<file path="src/rtl/nand_ecc_pkg.sv">
package nand_ecc_pkg;

    localparam int DATA_W     = 8;
    localparam int BIT_W      = 3;
    localparam int GRP_W      = 24;
    localparam int NUM_GRP    = 4;
    localparam int CODE_W     = GRP_W * NUM_GRP;
    localparam int CODE_BYTES = CODE_W / DATA_W;

    // Field order: line_even sits at the least significant end (bytes 0..2).
    typedef struct packed {
        logic [GRP_W-1:0] col_odd;
        logic [GRP_W-1:0] col_even;
        logic [GRP_W-1:0] line_odd;
        logic [GRP_W-1:0] line_even;
    } grp_code_t;

    typedef enum logic [1:0] {
        RES_CLEAN = 2'd0,
        RES_FIXED = 2'd1,
        RES_CODE  = 2'd2,
        RES_FAIL  = 2'd3
    } res_kind_e;

    typedef enum logic [1:0] {
        ST_PASS = 2'd0,
        ST_PUT  = 2'd1,
        ST_GET  = 2'd2,
        ST_EVAL = 2'd3
    } tap_state_e;

    // XOR of the data bits whose position has bit j equal to sel.
    function automatic logic col_par(input logic [DATA_W-1:0] d,
                                     input int j, input logic sel);
        logic acc;
        acc = 1'b0;
        for (int b = 0; b < DATA_W; b++) begin
            if (((b >> j) & 1) == int'(sel))
                acc = acc ^ d[b];
        end
        return acc;
    endfunction

endpackage

</file>
<file path="src/rtl/ecc_accum.sv">
module ecc_accum
    import nand_ecc_pkg::*;
#(
    parameter int LINE_W = 9
) (
    input  logic              clk,
    input  logic              rst,
    input  logic              upd,
    input  logic              first,
    input  logic [LINE_W-1:0] idx,
    input  logic [DATA_W-1:0] d,
    output grp_code_t         code
);

    grp_code_t code_q;
    grp_code_t code_n;

    always_comb begin
        logic p;
        code_n = first ? '0 : code_q;
        p = ^d;
        for (int k = 0; k < LINE_W; k++) begin
            if (idx[k]) code_n.line_odd[k]  = code_n.line_odd[k]  ^ p;
            else        code_n.line_even[k] = code_n.line_even[k] ^ p;
        end
        for (int j = 0; j < BIT_W; j++) begin
            code_n.col_odd[j]  = code_n.col_odd[j]  ^ col_par(d, j, 1'b1);
            code_n.col_even[j] = code_n.col_even[j] ^ col_par(d, j, 1'b0);
        end
    end

    always_ff @(posedge clk) begin
        if (rst)      code_q <= '0;
        else if (upd) code_q <= code_n;
    end

    assign code = code_q;

endmodule

</file>
<file path="src/rtl/ecc_classify.sv">
module ecc_classify
    import nand_ecc_pkg::*;
#(
    parameter int LINE_W = 9
) (
    input  grp_code_t         stored,
    input  grp_code_t         calc,
    output res_kind_e         kind,
    output logic [LINE_W-1:0] addr,
    output logic [DATA_W-1:0] mask
);

    localparam logic [GRP_W-1:0] LMASK = GRP_W'((1 << LINE_W) - 1);
    localparam logic [GRP_W-1:0] CMASK = GRP_W'((1 << BIT_W) - 1);

    grp_code_t         syn;
    logic [LINE_W-1:0] line_x;
    logic [BIT_W-1:0]  col_x;
    logic              spare_zero;
    logic              single;

    always_comb begin
        syn        = stored ^ calc;
        line_x     = syn.line_odd[LINE_W-1:0] ^ syn.line_even[LINE_W-1:0];
        col_x      = syn.col_odd[BIT_W-1:0] ^ syn.col_even[BIT_W-1:0];
        spare_zero = ((syn.line_odd & ~LMASK) == '0) && ((syn.line_even & ~LMASK) == '0)
                  && ((syn.col_odd & ~CMASK) == '0) && ((syn.col_even & ~CMASK) == '0);
        single     = (&line_x) && (&col_x) && spare_zero;

        if (syn == '0)                   kind = RES_CLEAN;
        else if (single)                 kind = RES_FIXED;
        else if ($countones(syn) == 1)   kind = RES_CODE;
        else                             kind = RES_FAIL;

        addr = syn.line_odd[LINE_W-1:0];
        mask = DATA_W'(1) << syn.col_odd[BIT_W-1:0];
    end

endmodule

</file>
<file path="src/rtl/ecc_seq.sv">
module ecc_seq
    import nand_ecc_pkg::*;
#(
    parameter int BLK_BYTES = 512,
    localparam int IDX_W    = $clog2(BLK_BYTES),
    localparam int CHK_W    = $clog2(CODE_BYTES)
) (
    input  logic             clk,
    input  logic             rst,
    input  logic             ecc_en,
    input  logic             us_cle,
    input  logic             us_ale,
    input  logic             us_wr_stb,
    input  logic             us_rd_stb,
    output logic             upd,
    output logic             first,
    output logic [IDX_W-1:0] idx,
    output tap_state_e       state,
    output logic [CHK_W-1:0] chk_idx,
    output logic             blk_done
);

    localparam logic [IDX_W-1:0] LAST_IDX = IDX_W'(BLK_BYTES - 1);
    localparam logic [CHK_W-1:0] LAST_CHK = CHK_W'(CODE_BYTES - 1);

    tap_state_e       state_q;
    logic [IDX_W-1:0] cnt_q;
    logic [CHK_W-1:0] chk_q;
    logic             done_q;
    logic             data_stb;
    logic             last;

    assign data_stb = ecc_en && (state_q == ST_PASS) && !us_cle && !us_ale
                   && (us_wr_stb || us_rd_stb);
    assign last     = data_stb && (cnt_q == LAST_IDX);

    always_ff @(posedge clk) begin
        if (rst || !ecc_en) begin
            state_q <= ST_PASS;
            cnt_q   <= '0;
            chk_q   <= '0;
            done_q  <= 1'b0;
        end else begin
            done_q <= last;
            case (state_q)
                ST_PASS: begin
                    if (us_cle || us_ale) begin
                        cnt_q <= '0;
                    end else if (last) begin
                        cnt_q   <= '0;
                        chk_q   <= '0;
                        state_q <= us_wr_stb ? ST_PUT : ST_GET;
                    end else if (data_stb) begin
                        cnt_q <= cnt_q + 1'b1;
                    end
                end
                ST_PUT, ST_GET: begin
                    chk_q <= chk_q + 1'b1;
                    if (chk_q == LAST_CHK)
                        state_q <= (state_q == ST_PUT) ? ST_PASS : ST_EVAL;
                end
                default: state_q <= ST_PASS;
            endcase
        end
    end

    assign upd      = data_stb;
    assign first    = (cnt_q == '0);
    assign idx      = cnt_q;
    assign state    = state_q;
    assign chk_idx  = chk_q;
    assign blk_done = done_q;

endmodule

</file>
<file path="src/rtl/nand_ecc_tap.sv">
module nand_ecc_tap
    import nand_ecc_pkg::*;
#(
    parameter int BLK_BYTES = 512,
    localparam int LINE_W   = $clog2(BLK_BYTES),
    localparam int CHK_W    = $clog2(CODE_BYTES)
) (
    input  logic              clk,
    input  logic              rst,
    input  logic              ecc_en,
    input  logic              us_cle,
    input  logic              us_ale,
    input  logic              us_wr_stb,
    input  logic              us_rd_stb,
    input  logic [7:0]        us_wdata,
    output logic [7:0]        us_rdata,
    output logic              fl_cle,
    output logic              fl_ale,
    output logic              fl_wr_stb,
    output logic              fl_rd_stb,
    output logic [7:0]        fl_dout,
    input  logic [7:0]        fl_din,
    output logic              blk_done,
    output logic              res_valid,
    output logic [1:0]        res_kind,
    output logic [LINE_W-1:0] fix_addr,
    output logic [7:0]        fix_mask
);

    tap_state_e        state;
    logic [CHK_W-1:0]  chk_idx;
    logic              upd;
    logic              first;
    logic [LINE_W-1:0] idx;
    grp_code_t         calc;
    grp_code_t         stored_q;
    logic [CODE_W-1:0] calc_vec;
    res_kind_e         kind;
    logic [LINE_W-1:0] c_addr;
    logic [DATA_W-1:0] c_mask;
    logic              ins_put;
    logic              ins_get;

    ecc_seq #(.BLK_BYTES(BLK_BYTES)) u_seq (
        .clk      (clk),
        .rst      (rst),
        .ecc_en   (ecc_en),
        .us_cle   (us_cle),
        .us_ale   (us_ale),
        .us_wr_stb(us_wr_stb),
        .us_rd_stb(us_rd_stb),
        .upd      (upd),
        .first    (first),
        .idx      (idx),
        .state    (state),
        .chk_idx  (chk_idx),
        .blk_done (blk_done)
    );

    ecc_accum #(.LINE_W(LINE_W)) u_acc (
        .clk  (clk),
        .rst  (rst),
        .upd  (upd),
        .first(first),
        .idx  (idx),
        .d    (us_wr_stb ? us_wdata : fl_din),
        .code (calc)
    );

    ecc_classify #(.LINE_W(LINE_W)) u_cls (
        .stored(stored_q),
        .calc  (calc),
        .kind  (kind),
        .addr  (c_addr),
        .mask  (c_mask)
    );

    assign calc_vec = calc;
    assign ins_put  = (state == ST_PUT);
    assign ins_get  = (state == ST_GET);

    always_ff @(posedge clk) begin
        if (rst)
            stored_q <= '0;
        else if (ins_get)
            stored_q[{chk_idx, 3'b000} +: DATA_W] <= fl_din;
    end

    always_comb begin
        if (ins_put || ins_get) begin
            fl_cle    = 1'b0;
            fl_ale    = 1'b0;
            fl_wr_stb = ins_put;
            fl_rd_stb = ins_get;
            fl_dout   = ins_put ? calc_vec[{chk_idx, 3'b000} +: DATA_W] : us_wdata;
        end else begin
            fl_cle    = us_cle;
            fl_ale    = us_ale;
            fl_wr_stb = us_wr_stb;
            fl_rd_stb = us_rd_stb;
            fl_dout   = us_wdata;
        end
    end

    assign us_rdata  = fl_din;
    assign res_valid = (state == ST_EVAL);
    assign res_kind  = res_valid ? kind : RES_CLEAN;
    assign fix_addr  = (res_valid && kind == RES_FIXED) ? c_addr : '0;
    assign fix_mask  = (res_valid && kind == RES_FIXED) ? c_mask : '0;

endmodule

</file>
<file path="config.mk">
export PLATFORM = sky130hd
export DESIGN_NAME = nand_ecc_tap
export DESIGN_NICKNAME = d
export VERILOG_FILES = /design/src/rtl/nand_ecc_pkg.sv /design/src/rtl/ecc_accum.sv /design/src/rtl/ecc_classify.sv /design/src/rtl/ecc_seq.sv /design/src/rtl/nand_ecc_tap.sv
export SDC_FILE = /design/constraint.sdc
export NUM_CORES = 1
export LEC_CHECK = 0
export BUFFER_PORTS_ARGS = -buffer_cell sky130_fd_sc_hd__buf_2
export CAP_MARGIN = 40
export CORE_AREA = 2 2 207 209
export CTS_BUF_LIST = sky130_fd_sc_hd__clkbuf_16
export DETAILED_ROUTE_END_ITERATION = 10
export DIE_AREA = 0 0 209 211
export SETUP_SLACK_MARGIN = 0.3
export SLEW_MARGIN = 20
export SYNTH_ARGS = -nofsm -noshare
export SYNTH_HDL_FRONTEND = slang
export SYNTH_HIERARCHICAL = 1
export SYNTH_SLANG_ARGS = --single-unit
</file>
<file path="constraint.sdc">
create_clock -name clk -period 8.7 [get_ports clk]
set_clock_uncertainty 0.05 [all_clocks]
set_input_delay 1.74 -clock clk [delete_from_list [all_inputs] [get_ports clk]]
set_output_delay 1.74 -clock clk [all_outputs]
set_load 0.05 [all_outputs]
</file>
==> results of run 1 <==
cell families (layout without fill, tap and decap cells):
| kind of cell | count (synthesis) | after routing | share of synthesized area [%] |
|---|---|---|---|
| simple gates | 322 | 323 | 15.2 |
| buf+inv | 296 | 329 | 12.1 |
| compound gates | 151 | 151 | 10.1 |
| fa+ha+maj | 137 | 137 | 19.4 |
| flops | 136 | 136 | 22.6 |
| xor+xnor | 129 | 129 | 9.62 |
| mux | 101 | 101 | 11.0 |
| other cells | 1 | 73 | 0.0311 |
Yosys cell counts (25+ instances only):
library cell | count | area share (%)
a21oi_1 | 25 | 1.0
buf_4 | 81 | 5.0
clkbuf_1 | 31 | 0.97
dfxtp_1 | 136 | 23
fa_1 | 84 | 14
ha_1 | 53 | 5.5
inv_1 | 166 | 5.2
mux2i_1 | 68 | 5.6
nand2_1 | 71 | 2.2
nand2b_1 | 67 | 3.5
nor2_1 | 43 | 1.3
xnor2_1 | 53 | 3.9
xor2_1 | 72 | 5.2
final timing paths:
check                                   to  slack (ns)  depth (start not counted)
max                            fix_addr[8]       -0.52                         27
min          u_seq/chk_idx[0]$_SDFFE_PP0P_        0.44                          2
max reg2reg       stored_q[4]$_SDFFE_PP0P_        5.55                          7
min reg2reg  u_seq/chk_idx[0]$_SDFFE_PP0P_        0.44                          2
tightest hold or removal path, cell delays in order, from the launching register on:
cell and delay (ns):
dfxtp_2 0.34, nand2_1 0.06, a21oi_1 0.05
what timing repair did:
action / 4_1_cts / 5_1_grt
gates cloned: 1 / 0
setup endpoints to repair: 18 / 18
gates resized for setup: 62 / 9
pin swaps: 20 / 5
buffers inserted: 5 / 2
sequential cells by signal, summed over array words and instances, names as in the netlist:
signal,flops
stored_q,96
u_acc/code,24
u_seq/blk_done,1
u_seq/chk_idx,4
u_seq/idx,9
u_seq/state,2
layer usage:
metal | vias to the layer above | global-route usage [%] | wire length (µm)
li1 | 4324 | - | -
met1 | 4664 | 24.2 | 17300
met2 | 391 | 29.0 | 18200
met3 | 66 | 3.33 | 2840
met4 | 0 | 7.27 | 1410
met5 | - | 0 | 0
per-stage QoR:
stage | area (µm²) | hold WS (ns) | total power [mW] | TNS, ns | setup WS [ns]
floorplan | 12400 | 0.410 | 2.47 | 0 | 0.202
global placement | 13000 | 0.422 | 2.93 | -1.94 | -0.129
detailed placement | 13000 | 0.427 | 3.04 | -4.53 | -0.275
CTS | 13900 | 0.438 | 4.03 | -8.90 | -0.543
global route | 13900 | 0.457 | 4.48 | -12.02 | -0.732
finish | 14000 | 0.435 | 4.03 | -8.40 | -0.522
layout make-up:
type | instances | area, µm² | area share [%]
diodes | 1 | 2.50 | 0.0179
clock buffers | 17 | 425 | 3.05
clock inverters | 15 | 151 | 1.09
inverters | 167 | 627 | 4.49
multi-input cells | 913 | 8370 | 60.0
flip-flops and latches | 136 | 2740 | 19.6
well taps | 539 | 674 | 4.83
repair buffers | 130 | 960 | 6.88
where the power goes:
group / switching [mW] / internal, mW
clock: 0.299 / 0.422
sequential: 0.00639 / 0.628
combinational: 1.47 / 1.20
total: 1.78 / 2.25
==> results by group, run 1 <==
Clock tree
  – Hold-fix buffers, CTS: 0
  – CTS root buf: clkbuf_16
  – CTS H-tree lvls: 4
  – CTS tree: yes
  – Worst-case clock buffer depth: 2
  – Worst skew pair latency: 0.43 ns
  – Number of buffers created by CTS: 17
  – Clock-pin transition on the worst setup and hold timing paths: 0.07 ns
  – # clock sinks: 136

GRT
  – GRT Overall Usage: 18.1%
  – Vias in the first global route: 9410
  – Overflow after GRT: 0
  – First-pass GRT wire length: 58900 µm
  – Largest net degree at the start of global routing: 86
  – Initial antenna violation count: 0

Synth
  – Synth unique cells: 81
  – Synthesis-stage register bit count: 136
  – Yosys warns: 6
  – Synth Instances: 1273
  – Sequential fraction of the synthesis area: 22.6%
  – Mapped Avg Cell Area: 9.47 µm²
  – Number of flops mapped to enable cells by yosys: 0
  – Synth Flop Type: dfxtp_1
  – Mapped Area: 12100 µm²
  – FFs w/ async S/R, synth: 0%

Routing
  – Initial DRT Pass Iterations: 5
  – Via-per-instance ratio: 4.92
  – WL final: 39800 µm
  – DRT iter0 DRCs: 920
  – Wire per inst: 20.7 µm
  – DR DRC count: 0
  – Vias: 9445
  – Antenna viol nets, final: 0

Critical path
  – CP required: 6.91 ns
  – Crit path DAT: 7.43 ns
  – Reg-to-reg startpoint: u_seq/chk_idx[0]$_SDFFE_PP0P_
  – Setup CP Type: reg2out
  – Most frequent CP cell: fa_1
  – Crit path buf inv count: 8
  – Slowest-stage cell, CP: fa_1
  – CP delay by family, top: adder cells
  – Setup crit start kind: flop
  – Critical path's largest stage delay: 0.56 ns
  – Crit path max fanout: 8
  – Worst Setup SP: stored_q[89]$_SDFFE_PP0P_
  – Worst Setup End Kind: primary output

Outcome
  – Status: finished with violations
  – Failing checks: negative setup slack

Power and ir drop
  – Power Density: 289 nW/µm²
  – Peak VDD IR: 555 µV
  – LEAKAGE: 5.79 nW

Finish
  – Commonest non-fill, non-tap cell in the layout: inv_1
  – Area Growth Syn to Fin: 15.7%
  – Fillers: 4296
  – Post-route insts no fill: 1918
  – Most frequent cells in the layout: 161 x inv_1, 124 x dfxtp_1, 83 x fa_1
  – Fin nets: 1525
  – Fraction of layout cells with a size suffix above 1: 20.9%
  – Final Util: 33.4%

STA
  – Slew margin rel.: 39.2%
  – Post-layout min period: 9.22 ns
  – Max Slew Vio Count: 0
  – Fin crit share: 106%
  – Slack of the critical path: -0.522 ns
  – Final Hold Violating Endpoints: 0
  – Worst-margin pin slew: 0.909 ns
  – Unrepaired setup endpoints after global routing: true
  – Final setup viols: 18
  – Maximum clock frequency: 0.108 GHz

Worst hold path
  – Hold Startpoint: u_seq/chk_idx[0]$_SDFFE_PP0P_
  – Hold crit path type: reg2reg

Flow run
  – Number of max-cap violations: 0

Placement
  – Port Buf Inserts: 63
  – HPWL after detailed placement: 32100 µm
  – Routability Congestion: 0.951
  – Number of placed instances, taps included: 1876

Floorplan
  – Starting Density: 28.9%
  – Die Width: 209 µm
  – Core ar.: 41800 µm²
  – Row count: 75
  – Chip height: 211 µm
  – Area of the die: 44100 µm²
  – I/O pin count: 64
Note: power is estimated with default switching activity, not from simulation.
==> run 2: changes to the inputs <==
--- a/config.mk
+++ b/config.mk
@@ -11,7 +11,7 @@
 export CTS_BUF_LIST = sky130_fd_sc_hd__clkbuf_16
 export DETAILED_ROUTE_END_ITERATION = 10
 export DIE_AREA = 0 0 209 211
-export SETUP_SLACK_MARGIN = 0.3
+export GPL_ROUTABILITY_DRIVEN = 0
 export SLEW_MARGIN = 20
 export SYNTH_ARGS = -nofsm -noshare
 export SYNTH_HDL_FRONTEND = slang
==> run 2 against run 1 <==
  * The run still ends with negative setup slack left
  * Worst setup slack better by 0.029 ns
  * Critical path depth unchanged
  * Sequential share of layout area decreased by 0.60 points
  * Final cell count up 2.1%
  * Clock power grew 8.2%
  * Cell area increased by 3.2%
  * Largest cell class unchanged
  * Highest routed layer unchanged
==> results by group, run 2 (synthesized netlist as in run 1, its figures left out) <==
Finish
  – Fin nets: 1566 (+2.7%)
  – Area Growth Syn to Fin: 19.4%
  – Commonest non-fill, non-tap cell in the layout: inv_1
  – Largest register FFs: 96 (unchanged)
  – Post-route insts no fill: 1958 (+2.1%)
  – Fraction of layout cells with a size suffix above 1: 23.5% (+2.6 points)
  – Most frequent cells in the layout: 159 x inv_1, 126 x dfxtp_1, 101 x buf_4
  – Reg with most FFs: stored_q
  – Ant. Diodes: 0 (-1)
  – Final Util: 34.5% (+1.1 points)

Power and ir drop
  – Gate power share: 65.2% (-1.1 points)
  – Clock power frac: 19.2% (+1.3 points)
  – Register share of total power: 15.6% (about the same)
  – Peak VDD IR: 614 µV (+11%)
  – Psw: 1.75 mW (-1.5%)
  – Overall Power: 4.06 mW (+0.90%)
  – Power Density: 282 nW/µm² (-2.2%)
  – Switching share of power: 43.1% (-1.1 points)
  – Cell internal pwr: 2.31 mW (+2.8%)
  – LEAKAGE: 6.03 nW (+4.3%)

STA
  – Slew margin rel.: 43.1% (+3.9 points)
  – Unrepaired setup endpoints after global routing: true
  – Hold slack: 0.441 ns (+0.00575 ns)
  – Post-layout min period: 9.19 ns (-0.0292 ns)
  – Worst-margin pin slew: 0.853 ns (-0.0562 ns)
  – Maximum clock frequency: 0.109 GHz (+0.32%)
  – Max Slew Vio Count: 0 (unchanged)
  – Slack of the critical path: -0.492 ns (+0.0292 ns)
  – Final Hold Violating Endpoints: 0 (unchanged)
  – Fin crit share: 106% (-0.34 points)
  – Final setup viols: 19 (+1)
  – Fin Setup TNS: -8.48 ns (-0.0752 ns)

Floorplan
  – Starting Density: 28.9% (unchanged)
  – Die Width: 209 µm (unchanged)
  – Core ar.: 41800 µm² (unchanged)
  – Area of the die: 44100 µm² (unchanged)
  – Chip height: 211 µm (unchanged)
  – Row count: 75 (unchanged)
  – I/O pin count: 64 (unchanged)

Outcome
  – Status: finished with violations
  – Failing checks: negative setup slack

Critical path
  – Crit path DAT: 7.40 ns (-0.03 ns)
  – Setup crit start kind: flop
  – Critical path's largest stage delay: 0.53 ns (-0.03 ns)
  – CP required: 6.91 ns (about the same)
  – Worst Setup End Kind: primary output
  – Most frequent CP cell: fa_1
  – Crit path max fanout: 8 (unchanged)
  – Crit path buf inv count: 8 (unchanged)
  – Setup CP Type: reg2out
  – CP delay by family, top: adder cells
  – Slowest-stage cell, CP: fa_1

Placement
  – Number of placed instances, taps included: 1878 (+0.11%)
  – Port Buf Inserts: 63 (unchanged)
  – HPWL after detailed placement: 31400 µm (-2.2%)

Routing
  – DRT iter0 DRCs: 913 (-0.76%)
  – Wire per inst: 20.5 µm (-1.4%)
  – Via-per-instance ratio: 5.00 (+1.5%)
  – DR DRC count: 0 (unchanged)
  – WL final: 40000 µm (+0.68%)
  – Initial DRT Pass Iterations: 5 (unchanged)
  – Vias: 9790 (+3.7%)
  – Antenna viol nets, final: 0 (unchanged)

Clock tree
  – Worst skew pair latency: 0.43 ns (about the same)
  – Number of buffers created by CTS: 17 (unchanged)
  – CTS H-tree lvls: 4 (unchanged)
  – # clock sinks: 136 (unchanged)
  – Clock-pin transition on the worst setup and hold timing paths: 0.06 ns (about the same)
  – CTS tree: yes
  – Hold-fix buffers, CTS: 0 (unchanged)
  – CTS root buf: clkbuf_16
  – Worst-case clock buffer depth: 2 (unchanged)

GRT
  – GRT Overall Usage: 18.1% (+0.042 points)
  – Vias in the first global route: 9589 (+1.9%)
  – Overflow after GRT: 0 (unchanged)
  – Initial antenna violation count: 1 (+1)
  – First-pass GRT wire length: 59300 µm (+0.70%)
  – Largest net degree at the start of global routing: 84 (-2.3%)

Flow run
  – Number of max-cap violations: 0 (unchanged)

Worst hold path
  – Hold crit path type: reg2reg
run 2: worst min-delay path: stages, from the launching register on:
cell      delay (ns)
dfxtp_1         0.32
nand2b_1        0.07
mux2i_1         0.06
run 2: per-stage QoR:
stage | instance area (µm²) | worst slack, ns
after floorplan | 12400 | 0.0368
after global placement | 13000 | -0.149
after detailed placement | 13000 | -0.303
after CTS | 14200 | -0.458
after global routing | 14400 | -0.743
final | 14400 | -0.492
run 2: area by class of cell:
type,instances,area (µm²)
sequential,136,2740
clock inverter,15,198
clock buffer,17,425
multi-input combinational,914,8440
tap,539,674
timing repair buffer,170,1290
inverter,167,627
fill,4164,27400
run 2: routing by layer:
layer | global-route usage, % | wire, µm | vias to the layer above
met1 | 24.7 | 17200 | 4834
met5 | 0 | 0 | -
met3 | 2.75 | 3070 | 83
met4 | 6.38 | 1230 | 0
met2 | 29.3 | 18500 | 457
li1 | - | - | 4416
run 2: power by group through the flow:
stage / clock network, mW / registers [mW] / logic (mW)
2_1_floorplan: 0 / 0.646 / 1.83
3_3_place_gp: 0 / 0.647 / 2.26
3_5_place_dp: 0 / 0.647 / 2.33
4_1_cts: 0.788 / 0.634 / 2.55
5_1_grt: 0.817 / 0.633 / 3.04
6_report: 0.781 / 0.633 / 2.65
run 2: timing repair:
item | in CTS | in global routing
setup buffers | 46 | 2
endpoints found under the setup margin | 18 | 19
pin swaps | 12 | 23
gates cloned | 2 | 0
resized for setup | 64 | 38
hold endpoints to repair | 0 | 0
run 2: worst paths after layout:
kind	start	endpoint	slack, ns	cells after the start
worst max register to register	u_seq/chk_idx[0]$_SDFFE_PP0P_	stored_q[53]$_SDFFE_PP0P_	5.30	7
worst min register to register	stored_q[32]$_SDFFE_PP0P_	stored_q[32]$_SDFFE_PP0P_	0.44	2
worst max-delay path	stored_q[88]$_SDFFE_PP0P_	fix_addr[0]	-0.49	27
worst min-delay path	stored_q[32]$_SDFFE_PP0P_	stored_q[32]$_SDFFE_PP0P_	0.44	2
==> run 3: changes to the inputs <==
--- a/config.mk
+++ b/config.mk
@@ -12,6 +12,7 @@
 export DETAILED_ROUTE_END_ITERATION = 10
 export DIE_AREA = 0 0 209 211
 export GPL_ROUTABILITY_DRIVEN = 0
+export SKIP_CTS_REPAIR_TIMING = 1
 export SLEW_MARGIN = 20
 export SYNTH_ARGS = -nofsm -noshare
 export SYNTH_HDL_FRONTEND = slang
==> constraint.sdc (replaced) <==
create_clock -name clk -period 10.9 [get_ports clk]
set_clock_uncertainty 0.05 [all_clocks]
set_input_delay 2.18 -clock clk [delete_from_list [all_inputs] [get_ports clk]]
set_output_delay 2.18 -clock clk [all_outputs]
set_load 0.05 [all_outputs]
==> run 3 against run 2 <==
  * The run now ends clean
  * Wire length decreased by 5.5%
  * Clock power decreased by 23%
  * Flip-flop and latch count unchanged
  * Highest routed layer unchanged
==> results by group, run 3 (synthesized netlist as in run 1, its figures left out) <==
Outcome
  – Status: finished clean

Floorplan
  – I/O pin count: 64 (unchanged)
  – Row count: 75 (unchanged)
  – Area of the die: 44100 µm² (unchanged)
  – Starting Density: 28.9% (unchanged)
  – Chip height: 211 µm (unchanged)
  – Die Width: 209 µm (unchanged)
  – Core ar.: 41800 µm² (unchanged)

Clock tree
  – CTS tree: yes
  – Worst-case clock buffer depth: 2 (unchanged)
  – # clock sinks: 136 (unchanged)
  – Clock-pin transition on the worst setup and hold timing paths: 0.06 ns (about the same)
  – Worst skew pair latency: 0.44 ns (about the same)
  – CTS H-tree lvls: 4 (unchanged)
  – CTS root buf: clkbuf_16
  – Number of buffers created by CTS: 17 (unchanged)

Finish
  – Fin nets: 1469 (-6.2%)
  – Fraction of layout cells with a size suffix above 1: 13.2% (-10 points)
  – Reg with most FFs: stored_q
  – Area Growth Syn to Fin: 9.25%
  – Ant. Diodes: 0 (unchanged)
  – Commonest non-fill, non-tap cell in the layout: inv_1
  – Most frequent cells in the layout: 167 x inv_1, 135 x dfxtp_1, 84 x fa_1
  – Final instance area: 13200 µm² (-8.5%)
  – Largest register FFs: 96 (unchanged)
  – Fillers: 4323 (+3.8%)

STA
  – Unrepaired setup endpoints after global routing: false
  – Worst-margin pin slew: 0.863 ns (+0.00989 ns)
  – Maximum clock frequency: 0.0969 GHz
  – Post-layout min period: 10.32 ns
  – Final setup viols: 0 (-19)
  – Fin crit share: 94.7%
  – Fin Setup TNS: 0 ns (+8.48 ns)
  – Slew margin rel.: 42.2% (-0.94 points)
  – Final Hold Violating Endpoints: 0 (unchanged)
  – Max Slew Vio Count: 0 (unchanged)

Power and ir drop
  – Cell internal pwr: 1.69 mW (-27%)
  – Overall Power: 2.97 mW (-27%)
  – Power Density: 226 nW/µm² (-20%)
  – Register share of total power: 17.0% (+1.4 points)
  – Switching share of power: 43.1% (about the same)
  – Clock power frac: 20.2% (+1.0 points)
  – Peak VDD IR: 416 µV (-32%)
  – Gate power share: 62.7% (-2.5 points)
  – LEAKAGE: 5.46 nW (-9.5%)
  – Psw: 1.28 mW (-27%)

Routing
  – Antenna viol nets, final: 0 (unchanged)
  – Wire per inst: 20.3 µm (-0.60%)
  – Via-per-instance ratio: 4.97 (-0.56%)
  – DR DRC count: 0 (unchanged)
  – DRT iter0 DRCs: 824 (-9.7%)
  – WL final: 37800 µm (-5.5%)
  – Vias: 9253 (-5.5%)
  – Initial DRT Pass Iterations: 5 (unchanged)

Critical path
  – Worst Setup End Kind: primary output
  – Crit path DAT: 8.09 ns (+0.69 ns)
  – Critical path's largest stage delay: 0.53 ns (about the same)
  – CP delay by family, top: adder cells
  – Reg2reg path depth: 7 (unchanged)
  – Most frequent CP cell: fa_1
  – Reg-to-reg startpoint: u_seq/chk_idx[0]$_SDFFE_PP0P_
  – Slowest-stage cell, CP: nor2b_1
  – CP required: 8.67 ns (+1.76 ns)
  – Setup crit start kind: flop
  – Crit path max fanout: 17 (+9)
  – R2r endpoint: stored_q[3]$_SDFFE_PP0P_
  – Worst reg2reg setup slack: 7.71 ns (+2.41 ns)
  – Setup CP Type: reg2out
  – Crit path buf inv count: 8 (unchanged)

Worst hold path
  – Hold crit path type: reg2reg
  – Worst Hold End: u_seq/chk_idx[0]$_SDFFE_PP0P_
  – Hold Startpoint: u_seq/chk_idx[0]$_SDFFE_PP0P_
  – Worst Hold Path Cells: 2 (unchanged)

GRT
  – Initial antenna violation count: 0 (-1)
  – Vias in the first global route: 9075 (-5.4%)
  – GRT Overall Usage: 17.2% (-0.98 points)
  – Overflow after GRT: 0 (unchanged)
  – Largest net degree at the start of global routing: 76 (-9.5%)
  – First-pass GRT wire length: 56400 µm (-5.0%)

Placement
  – Port Buf Inserts: 63 (unchanged)
  – Area of placed instances: 12600 µm² (-3.5%)
  – HPWL after detailed placement: 30300 µm (-3.4%)

Flow run
  – Number of max-cap violations: 0 (unchanged)
[run 3: cell types whose count changed in the layout (fill, tap and decap cells not counted), moves of 7 or more]
cell	change
buf_4	-91
buf_2	+20
and2_1	+18
and2_4	-18
buf_6	-13
buf_8	-11
xor2_1	+10
dfxtp_1	+9
inv_1	+8
xor2_2	-8
dfxtp_2	-7
inv_2	-7
[run 3: metrics by stage]
stage	worst slack (ns)	util [%]	cells	hold slack [ns]
after global placement	1.17	30.0	1824	0.419
after detailed placement	1.01	30.1	1827	0.424
final	0.579	31.5	1861	0.437
after CTS	0.550	31.5	1859	0.436
after floorplan	1.21	-	1344	0.410
after global routing	0.0848	31.5	1861	0.450
[run 3: cell type report]
cell class	instances	area, µm²	area share, %
timing repair buffer	75	400	3.04
clock buffer	17	425	3.23
tap	539	674	5.12
multi-input combinational	912	8140	61.8
inverter	167	627	4.76
sequential	136	2720	20.7
clock inverter	15	178	1.35
[run 3: how the worst max path moves through the flow]
| stage | start | endpoint | cells after the start |
|---|---|---|---|
| 2_1_floorplan | u_acc/code[74]$_SDFFE_PP0P_ | fix_addr[5] | 26 |
| 3_3_place_gp | u_acc/code[27]$_SDFFE_PP0P_ | fix_mask[1] | 27 |
| 3_5_place_dp | u_acc/code[27]$_SDFFE_PP0P_ | fix_mask[7] | 27 |
| 4_1_cts | u_acc/code[27]$_SDFFE_PP0P_ | fix_mask[7] | 27 |
| 5_1_grt | u_acc/code[27]$_SDFFE_PP0P_ | fix_mask[7] | 27 |
| 6_report | u_acc/code[27]$_SDFFE_PP0P_ | fix_mask[7] | 27 |
[run 3: metal layers]
metal	vias up	part of all wire (%)	global-route usage [%]
li1	4214	-	-
met1	4533	43	23.1
met2	427	45	27.3
met3	79	8.2	2.96
met4	0	3.8	7.22
met5	-	0	0
[run 3: power by group through the flow]
| stage | combinational (mW) | clock [mW] | sequential (mW) |
|---|---|---|---|
| floorplan | 1.48 | 0 | 0.515 |
| global placement | 1.82 | 0 | 0.518 |
| detailed placement | 1.89 | 0 | 0.518 |
| CTS | 1.90 | 0.608 | 0.507 |
| global route | 2.24 | 0.627 | 0.507 |
| finish | 1.87 | 0.601 | 0.507 |
[run 3: worst register-to-register path, stage by stage, from the launching register on]
cell and delay [ns]:
dfxtp_2 0.37, buf_4 0.55, inv_2 0.16, ha_1 0.42, nand2b_1 0.28, nand4bb_1 0.77
mux2i_1 0.39, nor2_1 0.07
